### src/rtl/csr_guard_pkg.sv
package csr_guard_pkg;

    typedef enum logic [1:0] {
        LVL_USER    = 2'b00,
        LVL_SUPER   = 2'b01,
        LVL_RSVD    = 2'b10,
        LVL_MACHINE = 2'b11
    } lvl_e;

    localparam logic [3:0] CAUSE_BAD_INSN = 4'd2;

    localparam logic [11:0] A_SIE  = 12'h104;
    localparam logic [11:0] A_SSCR = 12'h140;
    localparam logic [11:0] A_SIP  = 12'h144;
    localparam logic [11:0] A_MIE  = 12'h304;
    localparam logic [11:0] A_MSCR = 12'h340;
    localparam logic [11:0] A_MIP  = 12'h344;

    localparam int SSI_POS = 1;
    localparam int STI_POS = 5;
    localparam int SEI_POS = 9;

    typedef struct packed {
        logic [11:0] addr;
        logic        wr;
        logic        mret;
        logic        sret;
    } req_t;

    function automatic logic lvl_reaches(logic [1:0] cur, logic [11:0] addr);
        return cur >= addr[9:8];
    endfunction

    function automatic logic ro_space(logic [11:0] addr);
        return addr[11:10] == 2'b11;
    endfunction

    function automatic logic sup_bit(int pos);
        return (pos == SSI_POS) || (pos == STI_POS) || (pos == SEI_POS);
    endfunction

endpackage

### src/rtl/csr_lvl_gate.sv
module csr_lvl_gate
    import csr_guard_pkg::*;
(
    input  req_t       req,
    input  logic [1:0] cur_lvl,
    output logic       allow,
    output logic       do_write
);
    lvl_e lvl;
    assign lvl = lvl_e'(cur_lvl);

    always_comb begin
        if (req.mret) begin
            allow = (lvl == LVL_MACHINE);
        end else if (req.sret) begin
            allow = (lvl == LVL_MACHINE) || (lvl == LVL_SUPER);
        end else begin
            allow = lvl_reaches(cur_lvl, req.addr) && !(req.wr && ro_space(req.addr));
        end
        do_write = allow && req.wr && !req.mret && !req.sret;
    end
endmodule

### src/rtl/csr_bank.sv
module csr_bank
    import csr_guard_pkg::*;
#(
    parameter int XLEN = 32
) (
    input  logic            clk,
    input  logic            rst,
    input  logic [11:0]     addr,
    input  logic            we,
    input  logic [XLEN-1:0] wdata,
    output logic [XLEN-1:0] rdata,
    output logic [XLEN-1:0] mie_q,
    output logic [XLEN-1:0] mip_q,
    output logic [XLEN-1:0] mscr_q,
    output logic [XLEN-1:0] sscr_q
);
    logic [XLEN-1:0] smask;

    for (genvar b = 0; b < XLEN; b++) begin : g_mask
        assign smask[b] = sup_bit(b);
    end

    always_comb begin
        unique case (addr)
            A_MIE:   rdata = mie_q;
            A_MIP:   rdata = mip_q;
            A_SIE:   rdata = mie_q & smask;
            A_SIP:   rdata = mip_q & smask;
            A_MSCR:  rdata = mscr_q;
            A_SSCR:  rdata = sscr_q;
            default: rdata = '0;
        endcase
    end

    always_ff @(posedge clk) begin
        if (rst) begin
            mie_q  <= '0;
            mip_q  <= '0;
            mscr_q <= '0;
            sscr_q <= '0;
        end else if (we) begin
            unique case (addr)
                A_MIE:   mie_q  <= wdata;
                A_MIP:   mip_q  <= wdata;
                A_SIE:   mie_q  <= (mie_q & ~smask) | (wdata & smask);
                A_SIP:   mip_q  <= (mip_q & ~smask) | (wdata & smask);
                A_MSCR:  mscr_q <= wdata;
                A_SSCR:  sscr_q <= wdata;
                default: ;
            endcase
        end
    end
endmodule

### src/rtl/csr_priv_guard.sv
module csr_priv_guard
    import csr_guard_pkg::*;
#(
    parameter int XLEN = 32
) (
    input  logic            clk,
    input  logic            rst,
    input  logic            op_valid,
    input  logic [1:0]      cur_lvl,
    input  logic [11:0]     csr_addr,
    input  logic            csr_wr,
    input  logic [XLEN-1:0] csr_wdata,
    input  logic            ret_m,
    input  logic            ret_s,
    output logic            done_ok,
    output logic            trap_valid,
    output logic [3:0]      trap_cause,
    output logic [XLEN-1:0] rsp_data
);
    req_t            req;
    logic            allow;
    logic            do_write;
    logic [XLEN-1:0] bank_rdata;
    logic [XLEN-1:0] mie_q, mip_q, mscr_q, sscr_q;

    assign req = '{addr: csr_addr, wr: csr_wr, mret: ret_m, sret: ret_s};

    csr_lvl_gate u_gate (
        .req      (req),
        .cur_lvl  (cur_lvl),
        .allow    (allow),
        .do_write (do_write)
    );

    csr_bank #(.XLEN(XLEN)) u_bank (
        .clk    (clk),
        .rst    (rst),
        .addr   (csr_addr),
        .we     (op_valid && do_write),
        .wdata  (csr_wdata),
        .rdata  (bank_rdata),
        .mie_q  (mie_q),
        .mip_q  (mip_q),
        .mscr_q (mscr_q),
        .sscr_q (sscr_q)
    );

    always_ff @(posedge clk) begin
        if (rst) begin
            done_ok    <= 1'b0;
            trap_valid <= 1'b0;
            trap_cause <= '0;
            rsp_data   <= '0;
        end else begin
            done_ok    <= op_valid && allow;
            trap_valid <= op_valid && !allow;
            trap_cause <= (op_valid && !allow) ? CAUSE_BAD_INSN : '0;
            rsp_data   <= (op_valid && allow && !ret_m && !ret_s) ? bank_rdata : '0;
        end
    end
endmodule

### config.mk
export PLATFORM = sky130hd
export DESIGN_NAME = csr_priv_guard
export DESIGN_NICKNAME = d
export VERILOG_FILES = /design/src/rtl/csr_guard_pkg.sv /design/src/rtl/csr_lvl_gate.sv /design/src/rtl/csr_bank.sv /design/src/rtl/csr_priv_guard.sv
export SDC_FILE = /design/constraint.sdc
export NUM_CORES = 1
export LEC_CHECK = 0
export BUFFER_PORTS_ARGS = -buffer_cell sky130_fd_sc_hd__buf_2
export CAP_MARGIN = 20
export CORE_ASPECT_RATIO = 0.7
export CORE_MARGIN = 2
export CORE_UTILIZATION = 39
export DETAILED_ROUTE_END_ITERATION = 6
export HOLD_SLACK_MARGIN = 0.08
export PLACE_DENSITY = 0.57
export SYNTH_ARGS = -nofsm -noshare
export SYNTH_HDL_FRONTEND = slang
export SYNTH_SLANG_ARGS = --single-unit
export TNS_END_PERCENT = 20
### constraint.sdc
create_clock -name clk -period 3.55 [get_ports clk]
set_input_delay 0.5325 -clock clk [delete_from_list [all_inputs] [get_ports clk]]
set_output_delay 0.5325 -clock clk [all_outputs]
set_load 0.01 [all_outputs]
==> flow_summary_export.csv <==
group,metric,value,unit
outcome,outcome,"finished, final reports clean",
yosys,yosysWarnings,0,
sta,period_needed,2.61,ns
die,io-pin-count,90,
grt,grt_start_max_net_pins,146,
grt,grt_pass1_wl,29400,um
cts,tritoncts,"built",
final_layout,drive_gt1_share,17.9,%
critical_path,cp_data_required_time,3.84,ns
cts,cts_hold_buf,0,
sta,finalMaxSlewViolations,0,
min_path,min_from,"csr_wdata[4]",
die,die_h,113,um
run,drv_cap,0,
critical_path,rr_endpoint,"rsp_data[11]",
critical_path,critPathLaunchType,"input port",
place,placement.io_buffers,86,
yosys,yosys.area.top_type,"dfxtp_1",
yosys,ys_types,40,
power,leakage,2.94,nW
sta,tns,0,ns
die,start_util,40.3,%
sta,hold_viol,0,
yosys,synth_ff_type,"dfxtp_1",
drt,drc,0,
sta,rsz0062_at_grt,"no",
yosys,netlist_top_cells_count,"194 x nand2_1, 162 x dfxtp_1, 98 x a21oi_1",
final_layout,area_growth,17.5,%
die,die-width,160,um
place,hpwl,11200,um
critical_path,rr_startpoint,"u_bank.mip_q[11]",
final_layout,n_fill_cell,1555,
yosys,synth-seq-cells,162,
power,total_power,3.69,mW
drt,viasPerCell,5.28,
cts,cts-root-buf,"clkbuf_16",
sta,fin_crit_sh,73.4,%
critical_path,r2r_slack,2.46,ns
cts,path_clk_slew,0.06,ns
sta,tightest_slew,0.770,ns
yosys,ys_async_sr_fraction,0,%
cts,htree_levels,4,
sta,setup_viol,0,
yosys,seq_area_frac_synth,49.0,%
die,rows,39,
drt,wl_met3,1170,um
drt,final_antenna_net_count,0,
final_layout,antennaDiodeCount,0,
cts,cts_buffer_depth,2,
min_path,worstHoldPathCells,3,
yosys,synth_top_cell_area_share,49.0,%
drt,highest_layer,"met4",
critical_path,crit_fanout,24,
final_layout,nets,883,
drt,wl_met1,8810,um
place,gp_congestion,0.789,
drt,vias,5618,
cts,clock_sinks,162,
cts,postCtsSetupBuffers,0,
cts,post_cts_resized,0,
yosys,synth.most_common_cell,"nand2_1",
cts,insertion_delay,0.43,ns
die,die-area,0.0180,sq mm
critical_path,worstRegToRegCells,3,
critical_path,end_kind,"flop",
die,core,0.0164,sq mm
yosys,synth_area,0.00662,sq mm
yosys,synth-edff-count,0,
cts,numCtsBuffers,17,
yosys,synthTopCellsByArea,"dfxtp_1 49%, nand2_1 11%, a21oi_1 7.4%",
drt,wl_per_cell,17.1,um
critical_path,worstPathArrival,2.89,ns
grt,antenna_found_initial,0,
sta,fmax,384,MHz
sta,relSlewSlack,48.2,%
critical_path,path_class,"in2reg",
drt,dr.pass1.iters,6,
grt,grt_overflow_total,0,
grt,track_usage,20.6,%
sta,finalClockSkew,0.0106,ns
power,vdd_drop_max,0.000248,V
min_path,min_path_type,"in2reg",
drt,drtIter0Drc,490,
drt,wl,18200,um
drt,route.met2.wl,8070,um
power,p_per_area,474,mW/mm^2
yosys,netlist_instances,765,
grt,grt_pass1_vias,5563,
min_path,hold_end,"u_bank.sscr_q[4]",
yosys,syn_area_per_cell,8.65,sq um
## through the flow
stage | worst slack [ns] | std cells | utilization (%) | hold WS (ns) | cell area [sq um]
finish | 0.944 | 1065 | 47.3 | 0.381 | 7780
global route | 0.895 | 1065 | 47.3 | 0.372 | 7780
CTS | 0.958 | 1065 | 47.3 | 0.373 | 7780
detailed placement | 0.528 | 1035 | 44.0 | 0.444 | 7240
global placement | 0.564 | 1035 | 44.0 | 0.437 | 7240
floorplan | 0.661 | 767 | - | 0.431 | 6630
## worst max path at each step
stage	from	endpoint	slack, ns	depth (start not counted)
final	csr_addr[11]	u_bank.mscr_q[4]	0.94	7
after global routing	csr_addr[6]	u_bank.mscr_q[2]	0.90	7
after CTS	csr_addr[11]	u_bank.mscr_q[4]	0.96	7
after detailed placement	csr_addr[6]	u_bank.mscr_q[4]	0.53	7
after global placement	csr_addr[5]	u_bank.mscr_q[16]	0.56	7
after floorplan	csr_addr[9]	u_bank.mip_q[0]	0.66	10
## cell usage in the layout (no fill, tap or decap), types with 3 or more instances in the layout
cell type and n:
nor2_1 40, clkbuf_16 17, buf_2 85, a21oi_1 98
o21ai_0 4, dfxtp_1 162, mux2i_1 39, a222oi_1 27
or4_1 3, clkinv_2 5, nand2b_1 67, conb_1 3
nand2_1 194, buf_4 20, buf_12 3, a22o_1 27
## critical path, cell delays in order
cell and delay [ns]:
buf_2 0.11, or4b_4 0.56, or4_4 0.55, or4_1 0.72, buf_12 0.27, nand2_1 0.08
a21oi_1 0.06
## cell type report
class / instances / area (sq um) / area share (%)
multi-input combinational: 537 / 3070 / 39.4
timing repair buffer: 108 / 636 / 8.17
tap: 225 / 282 / 3.62
clock inverter: 10 / 87.6 / 1.13
clock buffer: 20 / 457 / 5.87
sequential: 162 / 3240 / 41.7
inverter: 3 / 11.3 / 0.145
## logic make-up after synthesis
kind of cell / after synthesis / share of synthesized area [%]
muxes: 39 / 5.90
and+or+nand+nor: 331 / 23.2
buffers and inverters: 68 / 5.37
DFF: 162 / 49.0
adders and majority gates: 2 / 0.378
other: 1 / 0.0566
AOI/OAI and AO/OA: 162 / 16.1
## report_power, final
part	leakage (nW)	internal [mW]	switching [mW]
sequential	1.30	1.82	0.000314
clock	0.267	0.988	0.727
combinational	1.37	0.0555	0.101
## flip-flops by register name (all words and copies together) (netlist names)
| signal | flops |
|---|---|
| u_bank.mie_q | 32 |
| done_ok | 1 |
| u_bank.mip_q | 32 |
| u_bank.mscr_q | 32 |
| trap_cause | 1 |
| rsp_data | 32 |
| u_bank.sscr_q | 32 |
## routing by layer
layer  track usage, %  vias up
li1                 -     2736
met1             28.7     2684
met2             32.2      189
met3             5.21        9
met4             5.33        0
met5                0        -
(Power assumes the default switching activity.)
